$ cat src/rtl/xcvr_pkg.sv
package xcvr_pkg;
    localparam int XCVR_DW = 18;

    typedef enum logic [1:0] {
        ACT_KEEP = 2'd0,
        ACT_FLOW = 2'd1,
        ACT_LOAD = 2'd2
    } lane_act_e;
endpackage

$ cat src/rtl/xcvr_keeper.sv
module xcvr_keeper #(
    parameter int DW = xcvr_pkg::XCVR_DW
) (
    input  logic          clk,
    input  logic          rst,
    input  logic [DW-1:0] pad_in,
    input  logic          driven,
    output logic [DW-1:0] eff
);
    logic [DW-1:0] held_q;

    always_ff @(posedge clk) begin
        if (rst) begin
            held_q <= '0;
        end else if (driven) begin
            held_q <= pad_in;
        end
    end

    always_comb begin
        eff = driven ? pad_in : held_q;
    end
endmodule

$ cat src/rtl/xcvr_lane.sv
module xcvr_lane
    import xcvr_pkg::*;
#(
    parameter int DW = XCVR_DW
) (
    input  logic          clk,
    input  logic          rst,
    input  logic [DW-1:0] din,
    input  logic          le,
    input  logic          lck,
    input  logic          lck_en_n,
    output logic [DW-1:0] dout
);
    lane_act_e     act;
    logic          lck_q;
    logic          lck_rise;
    logic [DW-1:0] store_q;

    assign lck_rise = lck & ~lck_q;

    // action decode: transparency wins over clocked capture
    always_comb begin
        act = ACT_KEEP;
        if (le) begin
            act = ACT_FLOW;
        end else if (lck_rise && !lck_en_n) begin
            act = ACT_LOAD;
        end
    end

    // storage register
    always_ff @(posedge clk) begin
        lck_q <= lck;
        if (rst) begin
            store_q <= '0;
        end else begin
            unique case (act)
                ACT_FLOW: store_q <= din;
                ACT_LOAD: store_q <= din;
                ACT_KEEP: store_q <= store_q;
                default:  store_q <= store_q;
            endcase
        end
    end

    // output selection
    always_comb begin
        unique case (act)
            ACT_FLOW: dout = din;
            ACT_LOAD: dout = store_q;
            ACT_KEEP: dout = store_q;
            default:  dout = store_q;
        endcase
    end
endmodule

$ cat src/rtl/xcvr_universal.sv
module xcvr_universal #(
    parameter int DW = xcvr_pkg::XCVR_DW
) (
    input  logic          clk,
    input  logic          rst,
    input  logic [DW-1:0] a_in,
    input  logic          a_drv,
    output logic [DW-1:0] a_out,
    output logic          a_oe,
    input  logic [DW-1:0] b_in,
    input  logic          b_drv,
    output logic [DW-1:0] b_out,
    output logic          b_oe,
    input  logic          ab_oe_n,
    input  logic          ab_le,
    input  logic          ab_clk,
    input  logic          ab_clken_n,
    input  logic          ba_oe_n,
    input  logic          ba_le,
    input  logic          ba_clk,
    input  logic          ba_clken_n
);
    logic [DW-1:0] a_eff;
    logic [DW-1:0] b_eff;

    xcvr_keeper #(.DW(DW)) u_keep_a (
        .clk(clk), .rst(rst), .pad_in(a_in), .driven(a_drv), .eff(a_eff)
    );
    xcvr_keeper #(.DW(DW)) u_keep_b (
        .clk(clk), .rst(rst), .pad_in(b_in), .driven(b_drv), .eff(b_eff)
    );

    xcvr_lane #(.DW(DW)) u_lane_ab (
        .clk(clk), .rst(rst), .din(a_eff), .le(ab_le),
        .lck(ab_clk), .lck_en_n(ab_clken_n), .dout(b_out)
    );
    xcvr_lane #(.DW(DW)) u_lane_ba (
        .clk(clk), .rst(rst), .din(b_eff), .le(ba_le),
        .lck(ba_clk), .lck_en_n(ba_clken_n), .dout(a_out)
    );

    assign b_oe = ~ab_oe_n;
    assign a_oe = ~ba_oe_n;
endmodule

$ cat config.mk
export PLATFORM = sky130hd
export DESIGN_NAME = xcvr_universal
export DESIGN_NICKNAME = d
export VERILOG_FILES = /design/src/rtl/xcvr_pkg.sv /design/src/rtl/xcvr_keeper.sv /design/src/rtl/xcvr_lane.sv /design/src/rtl/xcvr_universal.sv
export SDC_FILE = /design/constraint.sdc
export NUM_CORES = 1
export LEC_CHECK = 0
export BUFFER_PORTS_ARGS = -buffer_cell sky130_fd_sc_hd__buf_4
export CORE_MARGIN = 3
export CORE_UTILIZATION = 52
export DETAILED_ROUTE_END_ITERATION = 8
export GPL_ROUTABILITY_DRIVEN = 0
export PLACE_DENSITY_LB_ADDON = 0.12
export SLEW_MARGIN = 5
export SYNTH_ARGS = -nofsm -noshare
export SYNTH_HDL_FRONTEND = slang
export SYNTH_SLANG_ARGS = --single-unit
$ cat constraint.sdc
create_clock -name clk -period 1.52 [get_ports clk]
set_clock_uncertainty 0.05 [all_clocks]
set_input_delay 0.38 -clock clk [delete_from_list [all_inputs] [get_ports clk]]
set_output_delay 0.38 -clock clk [all_outputs]
set_load 0.01 [all_outputs]
# Word-level counts from Yosys, hierarchy flattened
# Cells that the tools add are included.
# classes
n_eq_ne,4
n_mux,8
n_bitwise,6
n_reduce_logical,6
# ops
cell,count
two-way mux 18 bit,4
two-way mux 2 bit,4
== test 2 x 1 -> 1 bit (second input constant),2
== test 2 bit (second input constant),2
NOT 1 bit,4
OR reduction 2 bit,2
bitwise AND 1 bit,2
logical AND 1 bit,2
zero test 1 bit,2
# totals
reg_bits,74
inputBits,48
out_inout_bits,38
word_cells,30

# Longest topological paths before layout
# logic_depth
depth_word,7
ltp_mapped,5
ltp_nobuf,3

# Cells and area by module
# From an unflattened synthesis, not the netlist that was laid out.
# unflattened
hier_cells,316
area_unflattened_um2,3691.0
# by_module_without_submodules
mod,instances,cells_per_inst,area_each_um2,seq_area_each_um2
xcvr_lane,2,100,1062.3,380.4
xcvr_keeper,2,57,779.5,360.3
xcvr_universal,1,2,7.5,0.0

# Worst setup path after synthesis
# Ideal clock, no wire load.
# synth_timing
kind,input to output
start,input ba_le
end,output a_out[10]
arrival_time_ps,1116
path_slack_ps,-26
stages,4
path_cell_list,buf_2 > buf_1 > nor2_1 > a21oi_1
# synth_between
elab_chain_len,3
# synth_rtl
item,line,text
start: declaration,xcvr_universal.sv:19,"input logic ba_le,"
two-way mux 2 bit,xcvr_lane.sv:24,if (le) begin
== test 2 x 1 -> 1 bit,xcvr_lane.sv:48,unique case (act)
two-way mux 18 bit,xcvr_lane.sv:48,
end: declaration,xcvr_universal.sv:8,"output logic [DW-1:0] a_out,"
# Every way passes these cells.

# Worst setup path in the final report
# layout_timing
start,input a_drv
end,output b_out[13]
# layout_between
elab_chain_len,2
# layout_rtl
item,line,text
start: declaration,xcvr_universal.sv:7,"input logic a_drv,"
two-way mux 18 bit,xcvr_keeper.sv:21,eff = driven ? pad_in : held_q;
two-way mux 18 bit,xcvr_lane.sv:48,
end: declaration,xcvr_universal.sv:12,"output logic [DW-1:0] b_out,"
# Every way passes these cells.

==> impl_metrics.tcl <==
set metrics [dict create \
    synth-seq-area-share 0.4757 \
    powerDensity_nw_per_um2 920.3 \
    crit_path_start_kind "input port" \
    grt_pass1_wl_um 11900 \
    crit_chain "buf_12 -> buf_16 -> mux2i_4 -> a21oi_2 -> buf_4" \
    grt_max_degree 47 \
    dp_hpwl_um 4512 \
    path_clk_slew_ns 0.08 \
    viasPerCell 5.068 \
    ff_latch_area_sq_um 1483 \
    die_w_um 83.39 \
    synth.yosys.warnings 0 \
    worst_r2r_endpoint "u_lane_ab.store_q[14]" \
    clk_latency_ns 0.33 \
    tightest_slew_ns 0.3173 \
    fin_nets 500 \
    setup_violations 30 \
    post-route-period-util 1.051 \
    grt-ovfl-total 0 \
    cp_max_fo 6 \
    fmax_ghz 0.6259 \
    cp-end-kind "output pin" \
    status "complete, but fails checks" \
    crit_family "buffers and inverters" \
    first_global_vias 2696 \
    grt_antenna_before_repair 0 \
    min-delay-start "ba_clk" \
    timing.rr.start "u_keep_a.held_q[14]" \
    maxCapViolations 0 \
    area_growth_pct 55.64 \
    r2r_slack_ns 0.15 \
    hold_path_depth 1 \
    period_needed_ns 1.598 \
    rows 27 \
    cp_num_buf_inv 3 \
    clockRootBuffer "clkbuf_8" \
    max-clock-path-buffers 2 \
    dieArea_sq_um 6954 \
    port-buffer-count 85 \
    drc 0 \
    cts_htree_levels 3 \
    io_pins 86 \
    setup-tns-final_ns -0.7561 \
    drive_above_1_share 0.5417 \
    rsz0062_at_grt "yes" \
    num_vias 2676 \
    hold_viol_final 0 \
    arrival_ns 1.17 \
    fin_ws_ns -0.07781 \
    power_leakage_nw 2.138 \
    whs_endpoint "u_lane_ba.lck_q" \
    slowest_delay_ns 0.19 \
    worstPathRequired_ns 1.09 \
    netlist_area_sq_um 3114 \
    synth-seq-cells 74 \
    critPathSlowestCell "mux2i_4" \
    synth_cells 318 \
    diodes 0 \
    start_util 0.5520 \
    dr.pass1.iters 4 \
    ir_drop_mv 0.7929 \
    die_h_um 83.39 \
    drv_slew 0 \
    hold_path.class "in2reg" \
    cts_sinks 74 \
    syn_area_per_cell_sq_um 9.793 \
    yosysUniqueCellTypes 14 \
    tritoncts "done" \
    wl_per_cell_um 15.11 \
    ant_nets 0 \
    drt_first_iter_violations 80 \
    instances_no_fill 528 \
    placedCellCount 489 \
    cts_made_buffers 9 \
    slew_headroom 0.7885 \
    fillCellCount 300 \
    synth_nets 366 \
    wirelength_um 7976 \
    core_sq_um 5642 \
    worst_r2r_path_depth 7 \
    violations "negative setup slack" \
    grt_use_total 0.2107 \
    cts_hold_buffers 0 \
    worstSetupPathType "in2out" \
    multiInputGateArea_sq_um 1869 \
]
[sequential cells by signal, summed over array words and instances (netlist names)]
signal	flops
u_lane_ab.lck_q	1
u_keep_a.held_q	18
u_keep_b.held_q	18
u_lane_ba.lck_q	1
u_lane_ba.store_q	18
u_lane_ab.store_q	18
[how the worst max path moves through the flow]
stage               start  cells after the start  slack, ns        end
CTS                 b_drv                      5      -0.02  a_out[10]
detailed placement  a_drv                      5      -0.11   b_out[7]
floorplan           ba_le                      4       0.07  a_out[11]
global route        a_drv                      5       -0.1  b_out[13]
finish              a_drv                      5      -0.08  b_out[13]
global placement    b_drv                      5      -0.08  a_out[10]
[repair_timing]
item | in CTS | in global routing
pin swaps | 15 | 11
gates cloned | 1 | 0
buffers inserted | 19 | 5
resized for setup | 29 | 62
endpoints found under the setup margin | 36 | 37
[layout make-up]
class	count	area share
Inverter	2	0.001549
Tap cell	72	0.01859
Sequential cell	74	0.3059
Timing Repair Buffer	145	0.2571
Clock buffer	11	0.02710
Multi-Input combinational cell	220	0.3856
Clock inverter	4	0.004130
[placed cells by master, fill, tap and decap left out, types with 2 or more instances in the layout]
cell type and count:
mux2i_1 6, clkinv_2 4, a21oi_2 19, inv_1 2, clkbuf_1 2, and2b_1 4
nor2b_1 32, buf_4 130, a21oi_1 17, clkbuf_8 9, dfxtp_1 73, buf_12 8
mux2_2 35, buf_8 4, nor2_1 73, mux2i_2 8, a21oi_4 2, buf_6 2
mux2i_4 22
[metal layers]
layer  vias up  GRT usage  part of all wire
li1       1325          -                 -
met1      1256     0.2525              0.42
met2        82     0.3652              0.52
met3        13    0.04067             0.046
met4         0    0.09212             0.016
met5         -          0                 0
[cells by family (layout without fill, tap and decap cells)]
kind of cell / after synthesis / count (layout) / share of synthesized area
flops: 74 / 74 / 0.4757
simple gates: 110 / 110 / 0.1631
buf+inv: 24 / 162 / 0.04701
compound gates: 38 / 38 / 0.06830
mux: 72 / 72 / 0.2459
[stage by stage]
stage	total power, mW	util	hold slack [ns]	area (sq um)	worst slack (ns)
after floorplan	2.565	-	0.3577	3119	0.07131
after global placement	2.944	0.7177	0.4543	4049	-0.08059
after detailed placement	2.965	0.7177	0.4632	4049	-0.1148
after CTS	4.310	0.7973	0.1116	4498	-0.01997
after global routing	4.662	0.8592	0.1150	4847	-0.09914
final	4.461	0.8592	0.1284	4847	-0.07781
[synth_stat cells]
cell type / count / area share
mux2i_1: 36 / 0.12
buf_1: 2 / 0.0024
a21oi_4: 2 / 0.010
a21oi_1: 36 / 0.058
and2b_1: 4 / 0.0096
inv_1: 2 / 0.0024
buf_6: 6 / 0.022
dfxtp_1: 74 / 0.48
mux2_2: 36 / 0.13
nor2_1: 74 / 0.089
clkbuf_1: 7 / 0.0084
nor2b_1: 32 / 0.064
buf_4: 1 / 0.0024
buf_2: 6 / 0.0096
[report_power, final]
group | total, mW | internal (mW) | switching [mW]
Sequential | 2.12 | 2.06 | 0.0635
Combinational | 1.09 | 0.630 | 0.457
Clock | 1.25 | 0.574 | 0.676
Total | 4.46 | 3.26 | 1.20
Power figures use the tool's default switching activity.
